### src/rtl/kd_pkg.sv
package kd_pkg;
    parameter int unsigned BUS_W    = 32;
    parameter int unsigned BYTE_W   = 8;
    parameter int unsigned NUM_REGS = 4;
    parameter int unsigned RDY_BIT  = 0;
    parameter int unsigned IE_BIT   = 1;

    // register slots in address order: slot i sits at base + 4*i
    typedef enum logic [1:0] {
        SLOT_KCTL = 2'd0,
        SLOT_KDAT = 2'd1,
        SLOT_DCTL = 2'd2,
        SLOT_DDAT = 2'd3
    } slot_e;

    typedef struct packed {
        logic ie;
        logic rdy;
    } ctl_bits_t;

    function automatic logic [BUS_W-1:0] ctl_word(input ctl_bits_t c);
        return {{(BUS_W-2){1'b0}}, c.ie, c.rdy};
    endfunction

    function automatic logic [BUS_W-1:0] dat_word(input logic [BYTE_W-1:0] b);
        return {{(BUS_W-BYTE_W){1'b0}}, b};
    endfunction
endpackage

### src/rtl/kd_addr_decode.sv
module kd_addr_decode #(
    parameter int unsigned          ADDR_W = 32,
    parameter int unsigned          N      = 4,
    parameter int unsigned          STRIDE = 4,
    parameter logic [ADDR_W-1:0]    BASE   = 32'hFFFF_0000
) (
    input  logic [ADDR_W-1:0] addr,
    output logic [N-1:0]      hit
);
    for (genvar i = 0; i < N; i++) begin : g_slot
        localparam logic [ADDR_W-1:0] SLOT_ADDR = BASE + ADDR_W'(i * STRIDE);
        assign hit[i] = (addr == SLOT_ADDR);
    end
endmodule

### src/rtl/kd_channel.sv
module kd_channel #(
    parameter int unsigned BYTE_W   = 8,
    parameter bit          RST_RDY  = 1'b0,
    parameter bit          SET_WINS = 1'b1
) (
    input  logic              clk,
    input  logic              rst,
    input  logic              set_i,
    input  logic              clr_i,
    input  logic              load_i,
    input  logic [BYTE_W-1:0] byte_i,
    input  logic              ie_we_i,
    input  logic              ie_d_i,
    output logic              rdy_o,
    output logic              ie_o,
    output logic [BYTE_W-1:0] byte_o
);
    logic rdy_q, rdy_n, ie_q;
    logic [BYTE_W-1:0] byte_q;

    if (SET_WINS) begin : g_set_wins
        always_comb begin
            rdy_n = rdy_q;
            if (clr_i) rdy_n = 1'b0;
            if (set_i) rdy_n = 1'b1;
        end
    end else begin : g_clr_wins
        always_comb begin
            rdy_n = rdy_q;
            if (set_i) rdy_n = 1'b1;
            if (clr_i) rdy_n = 1'b0;
        end
    end

    always_ff @(posedge clk) begin
        if (rst) begin
            rdy_q  <= RST_RDY;
            ie_q   <= 1'b0;
            byte_q <= '0;
        end else begin
            rdy_q <= rdy_n;
            if (ie_we_i) ie_q   <= ie_d_i;
            if (load_i)  byte_q <= byte_i;
        end
    end

    assign rdy_o  = rdy_q;
    assign ie_o   = ie_q;
    assign byte_o = byte_q;
endmodule

### src/rtl/kd_mmio_ctrl.sv
module kd_mmio_ctrl
    import kd_pkg::*;
#(
    parameter int unsigned       ADDR_W = 32,
    parameter logic [ADDR_W-1:0] BASE   = 32'hFFFF_0000
) (
    input  logic              clk,
    input  logic              rst,
    input  logic [ADDR_W-1:0] bus_addr,
    input  logic              bus_rd,
    input  logic              bus_wr,
    input  logic [BUS_W-1:0]  bus_wdata,
    output logic [BUS_W-1:0]  bus_rdata,
    input  logic              kbd_valid,
    input  logic [BYTE_W-1:0] kbd_byte,
    output logic [BYTE_W-1:0] disp_byte,
    output logic              disp_pend,
    input  logic              disp_done,
    output logic              irq
);
    localparam int unsigned STRIDE = BUS_W / 8;

    logic [NUM_REGS-1:0] hit;
    logic kbd_rdy, kbd_ie, disp_rdy, disp_ie;
    logic [BYTE_W-1:0] kbd_held;
    logic kdat_rd, ddat_wr;
    logic unused_wdata_bits;

    kd_addr_decode #(
        .ADDR_W(ADDR_W), .N(NUM_REGS), .STRIDE(STRIDE), .BASE(BASE)
    ) u_dec (
        .addr(bus_addr),
        .hit (hit)
    );

    assign kdat_rd = bus_rd & hit[SLOT_KDAT];
    assign ddat_wr = bus_wr & hit[SLOT_DDAT];

    kd_channel #(.BYTE_W(BYTE_W), .RST_RDY(1'b0), .SET_WINS(1'b1)) u_kbd (
        .clk    (clk),
        .rst    (rst),
        .set_i  (kbd_valid),
        .clr_i  (kdat_rd),
        .load_i (kbd_valid),
        .byte_i (kbd_byte),
        .ie_we_i(bus_wr & hit[SLOT_KCTL]),
        .ie_d_i (bus_wdata[IE_BIT]),
        .rdy_o  (kbd_rdy),
        .ie_o   (kbd_ie),
        .byte_o (kbd_held)
    );

    kd_channel #(.BYTE_W(BYTE_W), .RST_RDY(1'b1), .SET_WINS(1'b0)) u_disp (
        .clk    (clk),
        .rst    (rst),
        .set_i  (disp_done),
        .clr_i  (ddat_wr),
        .load_i (ddat_wr),
        .byte_i (bus_wdata[BYTE_W-1:0]),
        .ie_we_i(bus_wr & hit[SLOT_DCTL]),
        .ie_d_i (bus_wdata[IE_BIT]),
        .rdy_o  (disp_rdy),
        .ie_o   (disp_ie),
        .byte_o (disp_byte)
    );

    always_comb begin
        bus_rdata = '0;
        if (hit[SLOT_KCTL]) bus_rdata = ctl_word('{ie: kbd_ie,  rdy: kbd_rdy});
        if (hit[SLOT_KDAT]) bus_rdata = dat_word(kbd_held);
        if (hit[SLOT_DCTL]) bus_rdata = ctl_word('{ie: disp_ie, rdy: disp_rdy});
        if (hit[SLOT_DDAT]) bus_rdata = dat_word(disp_byte);
    end

    assign disp_pend = ~disp_rdy;
    assign irq       = (kbd_rdy & kbd_ie) | (disp_rdy & disp_ie);
    assign unused_wdata_bits = ^bus_wdata;
endmodule

### config.mk
export PLATFORM = sky130hd
export DESIGN_NAME = kd_mmio_ctrl
export DESIGN_NICKNAME = d
export VERILOG_FILES = /design/src/rtl/kd_pkg.sv /design/src/rtl/kd_addr_decode.sv /design/src/rtl/kd_channel.sv /design/src/rtl/kd_mmio_ctrl.sv
export SDC_FILE = /design/constraint.sdc
export NUM_CORES = 1
export LEC_CHECK = 0
export BUFFER_PORTS_ARGS = -buffer_cell sky130_fd_sc_hd__buf_2
export CAP_MARGIN = 40
export CELL_PAD_IN_SITES_DETAIL_PLACEMENT = 1
export CELL_PAD_IN_SITES_GLOBAL_PLACEMENT = 1
export CORE_UTILIZATION = 22
export DETAILED_ROUTE_END_ITERATION = 7
export PLACE_DENSITY = 0.79
export SLEW_MARGIN = 40
export SYNTH_ARGS = -nofsm -noshare
export SYNTH_HDL_FRONTEND = slang
export SYNTH_SLANG_ARGS = --single-unit
### constraint.sdc
create_clock -name clk -period 1.4 [get_ports clk]
set_input_delay 0.07 -clock clk [delete_from_list [all_inputs] [get_ports clk]]
set_output_delay 0.07 -clock clk [all_outputs]
set_load 0.01 [all_outputs]
# [Word-level counts from Yosys, hierarchy flattened]
# Cells that the tools add are included.
[word_totals] register_bits=20 input_bits=78 output_inout_bits=42 elab_cells=28
[classes] n_eq_ne=4 mux=8 bitwise_logic=8 n_reduce_logical=2
[op_table] op="== test 32 bit, second input constant" count=4
[op_table] op="2-to-1 mux 32 bit" count=3
[op_table] op="bitwise AND 1 bit" count=6
[op_table] op="2-to-1 mux 1 bit" count=4
[op_table] op="nonzero test 2 bit" count=2
[op_table] op="2-to-1 mux 2 bit" count=1
[op_table] op="inverter 1 bit" count=1
[op_table] op="OR 1 bit" count=1

# [Depth between registers and ports, before layout]
[logic_depth] word_depth=5 ltp_mapped=5

# [Modules after synthesis]
# A second synthesis with hierarchy kept.
[hier_totals] cells_unflattened=145 area_unflattened_um2=1287.5
[by_module_without_submodules] module="kd_mmio_ctrl" instances=1 cells_per_inst=62 area_each_um2=446.7 seq_area_each_um2=0.0
[by_module_without_submodules] module="kd_channel (u_kbd)" instances=1 cells_per_inst=33 area_each_um2=355.3 seq_area_each_um2=200.2
[by_module_without_submodules] module="kd_channel (u_disp)" instances=1 cells_per_inst=32 area_each_um2=351.6 seq_area_each_um2=200.2
[by_module_without_submodules] module="kd_addr_decode" instances=1 cells_per_inst=18 area_each_um2=133.9 seq_area_each_um2=0.0

# [Least setup slack after synthesis]
# Ideal clock, no wire load.
[synth_path] path_kind="input -> register" startpoint="in bus_addr[9]" endpoint="reg u_disp.byte_q[1] (netlist: u_disp.byte_o[1])" setup_ns=0.072 arrival_ns=1.459 t_required_ns=1.328 setup_slack_ns=-0.131 cell_stages=5 path_cell_list="or4_4 > nor4_4 > and4_1 > buf_6 > mux2i_1"
[synth_between] elab_chain_cells=2
[synth_lines] item="start: declaration" line_no="kd_mmio_ctrl.sv:9" rtl="input logic [ADDR_W-1:0] bus_addr,"
[synth_lines] item="== test 32 bit" line_no="kd_addr_decode.sv:12" rtl="assign hit[i] = (addr == SLOT_ADDR);"
[synth_lines] item="bitwise AND 1 bit" line_no="kd_mmio_ctrl.sv:37" rtl="assign ddat_wr = bus_wr & hit[SLOT_DDAT];"
[synth_lines] item="end signal: assignment" line_no="kd_channel.sv:43" rtl="if (load_i) byte_q <= byte_i;"
[synth_lines] item="end: declaration" line_no="kd_channel.sv:19" rtl="logic [BYTE_W-1:0] byte_q;"
# No other way between the ends.
# A chain may end at the register's enable or synchronous reset.

# [Worst setup path in the final report]
[layout_path] startpoint="in bus_addr[14]" endpoint="out bus_rdata[5]"
[layout_between] elab_chain_cells=4
[layout_lines] item="== test 32 bit" line_no="kd_addr_decode.sv:12"
[layout_lines] item="2-to-1 mux 32 bit" line_no="kd_mmio_ctrl.sv:70" rtl="if (hit[SLOT_KDAT]) bus_rdata = dat_word(kbd_held);"
[layout_lines] item="2-to-1 mux 32 bit" line_no="kd_mmio_ctrl.sv:71" rtl="if (hit[SLOT_DCTL]) bus_rdata = ctl_word('{ie: disp_ie, rdy: disp_rdy});"
[layout_lines] item="2-to-1 mux 32 bit (*)" line_no="kd_mmio_ctrl.sv:72" rtl="if (hit[SLOT_DDAT]) bus_rdata = dat_word(disp_byte);"
[layout_lines] item="end: declaration" line_no="kd_mmio_ctrl.sv:13" rtl="output logic [BUS_W-1:0] bus_rdata,"
# Mark *: on every way between the ends. The rest lies on a longest branch, timed or not.

==> metrics.cfg <==
[setup_path]
start_kind = input pin
path_max_fanout = 7
cpMostUsedCell = buf_6
cp_slowest_stage_delay_ns = 0.53
critPathRequiredTime_ns = 1.33
crit_arrival_ns = 1.44
endpoint_kind = primary output
path_cells = buf_6 > or4_4 > nor4_4 > nand2_1 > buf_6 > nor2_1 > buf_2
path_class = input pin to primary output
slowest_stage = or4_4

[clock_network]
cts_hold_buf = 0
cts_max_level = 1
clockBufferDepth = 2
clk_pin_slew_ns = 0.08
cts_buffers = 3
clkSinkCount = 20
cts_tree = done
cts_root_buf = clkbuf_8
clock_latency_ns = 0.26

[synthesis]
synthesis.area_um2 = 1290
yosysWarnings = 0
synth-seq-cells = 20
yosys.area.top_type = dfxtp_1
post_synth_num_cell_types = 28
synth_top_area_share_pct = 31.1
synthTopCellsByArea = dfxtp_1 (31%), mux2i_1 (19%), buf_4 (14%)
ys_seq_area_share_pct = 31.1
syn-mean-instance-area_um2 = 9.32
postSynthCellCount = 138

[sta]
setup_viol_count_final = 16
period_needed_ns = 1.51
report.final.slew_viol_count = 0
grt_setup_unrepaired = yes
setup_tns_ns = -1.10
final_hold_viol_count = 0
fin_ws_ns = -0.113
final.period_utilization_pct = 108
fmax_mhz = 661
finalClockSkew_ns = 0

[run]
max_cap_viol_count = 0

[floorplanning]
core_area_um2 = 5570
io_pins = 120
die_height_um = 78.5
initial_core_util_pct = 23.1
die_w_um = 78.5
rows = 27
die_area_um2 = 6160

[placed_design]
dp.final_hpwl_um = 2790
dp_cells = 279
placed_area_um2 = 1660
portBuffers = 71
dpl_worst_slack_ns = -0.304
gp_congestion = 0.712

[detailed_routing]
ant_nets = 0
post_drt_wl_per_cell_um = 12.4
vias = 1193
routed_wl_um = 3530
drc = 0
drtPass1Iterations = 2
drtIter0Drc = 23
via_per_inst = 4.19

[outcome]
status = finished with violations
violations = negative setup slack

[global_route]
grt_max_degree = 29
grt-ovfl-total = 0
grt_pass1_vias = 1157
grt_usage_pct = 11.4
grt_pass1_wl_um = 5500
antenna_found_initial = 0

[pwr]
power_density_nw_per_um2 = 754
p_leak_nw = 0.910
ir_drop_v = 0.000565

[cells_and_area]
stdcell_area_um2 = 1830
nFillCells = 680
syn_to_final_growth_pct = 42.4
fin_nets = 292
layout-drive-gt1-share_pct = 46.9
fin_cells = 285
antenna_cells = 0

[min_path]
min_path_type = input pin to flip-flop

## per-stage QoR
step / hold slack, ns / power, mW / util, %
6_report: 0.0403 / 1.38 / 32.9
4_1_cts: 0.0325 / 1.41 / 32.3
3_3_place_gp: 0.306 / 0.804 / 29.8
5_1_grt: 0.0494 / 1.44 / 32.9
3_5_place_dp: 0.316 / 0.810 / 29.8
2_1_floorplan: 0.216 / 0.765 / -
## cell usage after synthesis, drive strengths merged
library cell  count
buf              26
conb              1
nor2             18
and2              1
nand2b           18
or4b              1
nand4             3
mux4              2
mux2i            24
nand4bb           1
nand2             3
inv               1
or4               2
dfxtp            20
and3              2
nand3             1
nand4b            2
clkbuf            4
nor4              3
and4              1
a22o              1
o21a              1
nor2b             1
o21bai            1
## metal layers
metal  up-vias  track usage, %  wire length, µm
met2        72            20.8             1790
li1        572               -                -
met5         -               0                0
met1       547            13.3             1370
met3         2            3.49              355
met4         0            1.67               13
## path summary, 6_finish.rpt
check                                     start                             to  slack, ns  depth (start not counted)
setup / recovery                   bus_addr[14]                   bus_rdata[5]      -0.11                          7
hold / removal                      kbd_byte[5]   u_kbd.byte_o[5]$_SDFFE_PP0P_       0.04                          3
setup reg to reg  u_disp.byte_o[0]$_SDFFE_PP0P_  u_disp.byte_o[0]$_SDFFE_PP0P_       0.72                          3
hold reg to reg    u_kbd.byte_o[6]$_SDFFE_PP0P_   u_kbd.byte_o[6]$_SDFFE_PP0P_       0.50                          2
## state kept, by name, indices dropped and copies added, names as in the netlist
name	cells
u_disp.byte_o	8
u_disp.ie_o	1
u_kbd.ie_o	1
u_kbd.rdy_o	1
u_kbd.byte_o	8
u_disp.rdy_o	1
## layout make-up
| type | instances | area [µm²] | area share (%) |
|---|---|---|---|
| Multi-Input combinational cell | 110 | 807 | 44.1 |
| Clock buffer | 3 | 41.3 | 2.25 |
| Timing Repair Buffer | 78 | 455 | 24.9 |
| Sequential cell | 20 | 404 | 22.1 |
| Tap cell | 72 | 90.1 | 4.92 |
| Clock inverter | 1 | 30.0 | 1.64 |
| Inverter | 1 | 3.75 | 0.205 |
## timing repair
item | in CTS | in global routing
endpoints found under the setup margin | 16 | 17
gates cloned | 0 | 0
gates resized for setup | 13 | 7
hold endpoints to repair | 0 | 0
pin swaps | 10 | 4
setup buffers | 2 | 0
## critical path: cells and delay by family
kind          cells  cell delay [ns]
simple gates      4             0.97
buf+inv           3             0.38
## kinds of logic (layout without fill, tap and decap cells)
group                  Yosys count  count (layout)  synth area share, %
muxes                           26              26                 22.2
other                            1              24                0.292
DFF                             20              20                 31.1
buffers and inverters           31              83                 16.6
AOI/OAI and AO/OA                3               3                 1.85
and+or+nand+nor                 57              57                 27.9
## power breakdown
group	switching [mW]	internal (mW)	total [mW]
Sequential	0.00840	0.584	0.593
Combinational	0.105	0.104	0.209
Clock	0.198	0.382	0.580
## cell usage in the layout, fill, tap and decap left out, drive strengths merged, types with 2 or more instances in the layout
cell / instances
buf: 78
mux2i: 24
conb: 24
dfxtp: 20
nand2b: 18
nor2: 18
nand4: 3
nor4: 3
nand2: 3
clkbuf: 3
or4: 2
nand4b: 2
mux4: 2
and3: 2
(Power assumes the default switching activity.)
